$ cat config.mk
export PLATFORM = sky130hd
export DESIGN_NAME = negx_unit
export DESIGN_NICKNAME = d
export VERILOG_FILES = /design/src/rtl/negx_pkg.sv /design/src/rtl/negx_lane_mask.sv /design/src/rtl/negx_core.sv /design/src/rtl/negx_regs.sv /design/src/rtl/negx_unit.sv
export SDC_FILE = /design/constraint.sdc
export NUM_CORES = 1
export LEC_CHECK = 0
export BUFFER_PORTS_ARGS = -buffer_cell sky130_fd_sc_hd__buf_4
export CAP_MARGIN = 20
export CORE_AREA = 2 2 92 94
export CTS_BUF_LIST = sky130_fd_sc_hd__clkbuf_4 sky130_fd_sc_hd__clkbuf_8 sky130_fd_sc_hd__clkbuf_16
export CTS_CLUSTER_SIZE = 20
export DETAILED_ROUTE_END_ITERATION = 6
export DIE_AREA = 0 0 94 96
export GPL_ROUTABILITY_DRIVEN = 0
export HOLD_SLACK_MARGIN = 0.1
export PLACE_DENSITY = 0.72
export SYNTH_ARGS = -nofsm -noshare
export SYNTH_HDL_FRONTEND = slang
export SYNTH_HIERARCHICAL = 1
export SYNTH_SLANG_ARGS = --single-unit
$ cat constraint.sdc
create_clock -name clk -period 2.9 [get_ports clk]
set_input_delay 0 -clock clk [delete_from_list [all_inputs] [get_ports clk]]
set_output_delay 0 -clock clk [all_outputs]
set_load 0.1 [all_outputs]
$ cat src/rtl/negx_pkg.sv
`timescale 1ns/1ps
package negx_pkg;

    localparam int unsigned NEGX_LANES = 4;

    typedef enum logic [1:0] {
        SZ_ONE  = 2'd0,
        SZ_TWO  = 2'd1,
        SZ_FOUR = 2'd2,
        SZ_ALT  = 2'd3
    } negx_size_e;

    typedef struct packed {
        logic x;
        logic n;
        logic z;
        logic v;
        logic c;
    } negx_ccr_t;

    // thermometer of active lanes for a size code
    function automatic logic [NEGX_LANES-1:0] lane_enable(negx_size_e s);
        case (s)
            SZ_ONE:  lane_enable = 4'b0001;
            SZ_TWO:  lane_enable = 4'b0011;
            default: lane_enable = 4'b1111;
        endcase
    endfunction

    // pick the sign bit belonging to the selected size
    function automatic logic pick_sign(negx_size_e s, logic s1, logic s2, logic s4);
        case (s)
            SZ_ONE:  pick_sign = s1;
            SZ_TWO:  pick_sign = s2;
            default: pick_sign = s4;
        endcase
    endfunction

endpackage

$ cat src/rtl/negx_lane_mask.sv
`timescale 1ns/1ps
module negx_lane_mask
    import negx_pkg::*;
#(
    parameter int unsigned LANE_W = 8,
    localparam int unsigned DW = LANE_W * NEGX_LANES
) (
    input  negx_size_e      size,
    output logic [DW-1:0]   mask
);
    logic [NEGX_LANES-1:0] lane_on;

    assign lane_on = lane_enable(size);

    for (genvar g = 0; g < NEGX_LANES; g++) begin : g_lane
        assign mask[g*LANE_W +: LANE_W] = {LANE_W{lane_on[g]}};
    end
endmodule

$ cat src/rtl/negx_core.sv
`timescale 1ns/1ps
module negx_core
    import negx_pkg::*;
#(
    parameter int unsigned LANE_W = 8,
    localparam int unsigned DW = LANE_W * NEGX_LANES
) (
    input  logic [DW-1:0]   operand,
    input  negx_size_e      size,
    input  logic            x_in,
    input  logic            z_in,
    input  logic [DW-1:0]   mask,
    output logic [DW-1:0]   result,
    output negx_ccr_t       ccr
);
    logic [DW-1:0] diff;
    logic [DW-1:0] low_part;
    logic          op_sign;
    logic          res_sign;

    // the low bits of a full-width subtraction equal the sized subtraction
    assign diff     = '0 - operand - {{(DW-1){1'b0}}, x_in};
    assign low_part = diff & mask;
    assign result   = low_part | (operand & ~mask);

    assign op_sign  = pick_sign(size, operand[LANE_W-1], operand[2*LANE_W-1], operand[DW-1]);
    assign res_sign = pick_sign(size, diff[LANE_W-1], diff[2*LANE_W-1], diff[DW-1]);

    always_comb begin
        ccr.n = res_sign;
        ccr.v = op_sign & res_sign;
        ccr.c = op_sign | res_sign;
        ccr.x = op_sign | res_sign;
        ccr.z = z_in & (low_part == '0);
    end
endmodule

$ cat src/rtl/negx_regs.sv
`timescale 1ns/1ps
module negx_regs
    import negx_pkg::*;
#(
    parameter int unsigned DW = 32
) (
    input  logic            clk,
    input  logic            rst,
    input  logic            start,
    input  logic [DW-1:0]   nxt_result,
    input  negx_ccr_t       nxt_ccr,
    output logic [DW-1:0]   result_q,
    output negx_ccr_t       ccr_q,
    output logic            done_q
);
    always_ff @(posedge clk) begin
        if (rst) begin
            result_q <= '0;
            ccr_q    <= '0;
            done_q   <= 1'b0;
        end else begin
            done_q <= start;
            if (start) begin
                result_q <= nxt_result;
                ccr_q    <= nxt_ccr;
            end
        end
    end

    p_done_after_start_r8: assert property (@(posedge clk) disable iff (rst)
        start |=> done_q);

    p_done_single_r8: assert property (@(posedge clk) disable iff (rst)
        !start |=> !done_q);

    p_hold_idle_r9: assert property (@(posedge clk) disable iff (rst)
        !start |=> ($stable(result_q) && $stable(ccr_q)));

    p_reset_clear_r10: assert property (@(posedge clk)
        rst |=> (result_q == '0 && ccr_q == '0 && !done_q));
endmodule

$ cat src/rtl/negx_unit.sv
`timescale 1ns/1ps
module negx_unit
    import negx_pkg::*;
#(
    parameter int unsigned LANE_W = 8,
    localparam int unsigned DW = LANE_W * NEGX_LANES
) (
    input  logic            clk,
    input  logic            rst,
    input  logic            start,
    input  logic [1:0]      size,
    input  logic [DW-1:0]   operand,
    input  logic            x_in,
    input  logic            z_in,
    output logic [DW-1:0]   result,
    output logic            x_out,
    output logic            n_out,
    output logic            z_out,
    output logic            v_out,
    output logic            c_out,
    output logic            done
);
    negx_size_e     size_e;
    logic [DW-1:0]  mask;
    logic [DW-1:0]  nxt_result;
    negx_ccr_t      nxt_ccr;
    negx_ccr_t      ccr_q;

    assign size_e = negx_size_e'(size);

    negx_lane_mask #(.LANE_W(LANE_W)) u_mask (
        .size (size_e),
        .mask (mask)
    );

    negx_core #(.LANE_W(LANE_W)) u_core (
        .operand (operand),
        .size    (size_e),
        .x_in    (x_in),
        .z_in    (z_in),
        .mask    (mask),
        .result  (nxt_result),
        .ccr     (nxt_ccr)
    );

    negx_regs #(.DW(DW)) u_regs (
        .clk        (clk),
        .rst        (rst),
        .start      (start),
        .nxt_result (nxt_result),
        .nxt_ccr    (nxt_ccr),
        .result_q   (result),
        .ccr_q      (ccr_q),
        .done_q     (done)
    );

    assign x_out = ccr_q.x;
    assign n_out = ccr_q.n;
    assign z_out = ccr_q.z;
    assign v_out = ccr_q.v;
    assign c_out = ccr_q.c;

    p_zero_never_set_r5: assert property (@(posedge clk) disable iff (rst)
        (start && !z_in) |=> !z_out);

    p_overflow_needs_sign_r3: assert property (@(posedge clk) disable iff (rst)
        v_out |-> (n_out && c_out));

    p_upper_kept_r7: assert property (@(posedge clk) disable iff (rst)
        (start && size == 2'd0) |=> (result[DW-1:LANE_W] == $past(operand[DW-1:LANE_W])));

    p_upper_two_kept_r7: assert property (@(posedge clk) disable iff (rst)
        (start && size == 2'd1) |=> (result[DW-1:2*LANE_W] == $past(operand[DW-1:2*LANE_W])));
endmodule

==> results.toml <==
[outcome]
status = "completed"

[power]
p_leak_nw = 2.301
powerDensity_mw_per_mm2 = 484.0
vdd_drop_max_mv = 0.3026

[sta]
holdWs_ps = 133.8
hold_violations = 0
worst_slew_pin_slew_ps = 619.1
max_freq_mhz = 354.4
post-route-period-util_pct = 97.29
min_period_ps = 2821
setup_violations = 0
finalClockSkew_ps = 0
drv_slew = 0
relSlewSlack_pct = 58.73

[logic_synthesis]
synthArstFlopShare_pct = 0
synth_cells = 518
synthesis.area_mm2 = 0.003929
ys_seq_elements = 38
ys_warn_count = 6
yosysTopAreaCell = "dfxtp_1"
synth_most_common_cell = "nor2_1"
synth.area.top_cells = "dfxtp_1 (19%), ha_1 (11%), mux2i_1 (10%)"
yosysSeqAreaShare_pct = 19.36
synth_cell_types = 62
synth-edff-count = 0
synthTopCellsByCount = "nor2_1 (57), nand2_1 (55), inv_1 (41)"
syn_area_per_cell_um2 = 7.584
synth_top_area_share_pct = 19.36
ys.flop_type = "dfxtp_1"

[clock_network]
cts-root-buf = "clkbuf_8"
cts_sinks = 38
clk_latency_ps = 300
cts_tree = "done"
cts_buffers = 5
cts_buffer_depth = 2
ctsHtreeMaxLevel = 2
cts.clk_slew.worst_paths_ps = 80

[worst_setup_path]
cp_cell_sequence = "buf_4 > inv_2 > ha_4 > ha_4 > buf_4 > a211oi_4 > xnor2_1 > a221oi_2 > o211ai_1 > nor3b_2 > o2111ai_1 > and4b_1 > nand4_1 > nor4b_2 > and4b_1 > mux2i_1 > nor2_1"
crit_arrival_ps = 3050
endpoint_kind = "flop"
required_ps = 3130
cp_slowest_stage_delay_ps = 350
crit_type = "in2reg"
cp_slowest_cell = "a221oi_2"
path_max_fanout = 4
startpoint_type = "input port"

[placed_design]
hpwl_um = 8517
io_buffers = 76

[layout]
area_delta_synth_final_pct = 19.94
finalNetCount = 659
final_core_util_pct = 58.52
layout-drive-gt1-share_pct = 23.98
diodes = 0

[floorplanning]
rows = 33
die_h_um = 96
io_pins = 77
coreArea_mm2 = 0.008051
dieArea_mm2 = 0.009024
start_util_pct = 48.80
fp.dieW_um = 94

[global_routing]
grt_util_all_layers_pct = 23.07
grt_max_degree = 46
overflow = 0
grt_pass1_wl_um = 16650
antenna_found_initial = 0
grt_pass1_vias = 3643

[detailed_routing]
wl_per_cell_um = 15.47
first_pass_iters = 5
drt_wl_total_um = 10720
route.vias.total = 3899
ant_nets = 0
drtIter0Drc = 247
drc = 0
vias_per_cell = 5.626

[run]
max_cap_violations = 0

[worst_hold_path]
worst_hold_path_type = "in2reg"
==> worst paths after layout <==
kind                            from             endpoint  slack [ps]  cells past startpoint
setup / recovery          operand[0]      u_regs/ccr_q[2]          80                     17
hold / removal           operand[31]  u_regs/result_q[31]         130                      4
setup reg to reg     u_regs/ccr_q[2]      u_regs/ccr_q[2]        2230                      2
hold reg to reg   u_regs/result_q[2]   u_regs/result_q[2]         500                      2
==> critical path: cells and delay by family <==
family	cells	cell delay (ps)
and+or+nand+nor	6	1280
xor gates and xnor gates	1	150
muxes	1	80
buffers and inverters	3	260
adders and majority gates	2	300
AOI/OAI and AO/OA	4	980
==> through the flow <==
stage	cell area (um2)	setup TNS, ps	instances	setup slack (ps)	total power [mW]
after floorplan	3955	0	525	194.8	1.516
final	4712	0	693	78.71	2.281
after global placement	4508	-169.3	681	-107.0	1.782
after global routing	4712	-22.12	693	-22.12	2.402
after detailed placement	4508	-913.1	681	-270.2	1.802
after CTS	4632	0	690	18.61	2.264
==> cell families after synthesis <==
group           after synthesis  synth area share (%)
fa+ha+maj                    33                 10.51
other cells                   1               0.09545
simple gates                156                 18.03
compound gates              127                 22.10
mux                          43                 11.05
xor+xnor                     26                 5.796
flops                        38                 19.36
buf+inv                      94                 13.06
==> power breakdown <==
| part | internal [mW] | switching, mW | total [mW] |
|---|---|---|---|
| Sequential | 0.568 | 0.0263 | 0.595 |
| Combinational | 0.421 | 0.806 | 1.23 |
| Clock | 0.256 | 0.203 | 0.459 |
| Total | 1.25 | 1.04 | 2.28 |
==> area by class of cell <==
class,count,area [um2]
Sequential cell,38,760.7
Fill cell,751,3339
Timing Repair Buffer,108,813.3
Tap cell,105,131.4
Clock buffer,5,68.82
Inverter,41,153.9
Clock inverter,3,45.04
Multi-Input combinational cell,393,2739
==> cell usage in the layout, fill, tap and decap left out, types with 3 or more instances in the layout <==
cell	instances
nand2b_1	5
o22ai_1	3
inv_1	39
nand3_1	8
o21ai_1	5
nand4_1	11
ha_4	3
conb_1	8
o21ai_0	38
nand2_1	55
xor2_1	10
and3_1	3
a21o_1	7
o21bai_1	6
xnor2_1	16
o211ai_1	4
ha_1	29
mux2i_1	40
a21oi_2	3
clkbuf_8	5
buf_4	107
nor2_1	57
nor3_1	6
a21oi_1	27
a211oi_1	3
a31oi_1	4
dfxtp_1	38
==> what timing repair did <==
action,in CTS,in global routing
gates resized for setup,0,12
endpoints found under the hold margin,4,0
endpoints found under the setup margin,0,7
hold buffers,1,0
buffers inserted,0,3
==> per-layer routing <==
layer / wire (um) / global-route usage, % / vias up
li1: - / - / 1913
met1: 4456 / 27.81 / 1826
met2: 5495 / 42.44 / 139
met3: 544 / 2.897 / 21
met4: 229 / 7.609 / 0
met5: 0 / 0 / -
==> registers in the layout, indices dropped and copies added, names as in the netlist <==
signal           count
u_regs/done_q        1
u_regs/ccr_q         5
u_regs/result_q     32
(Power assumes the default switching activity.)
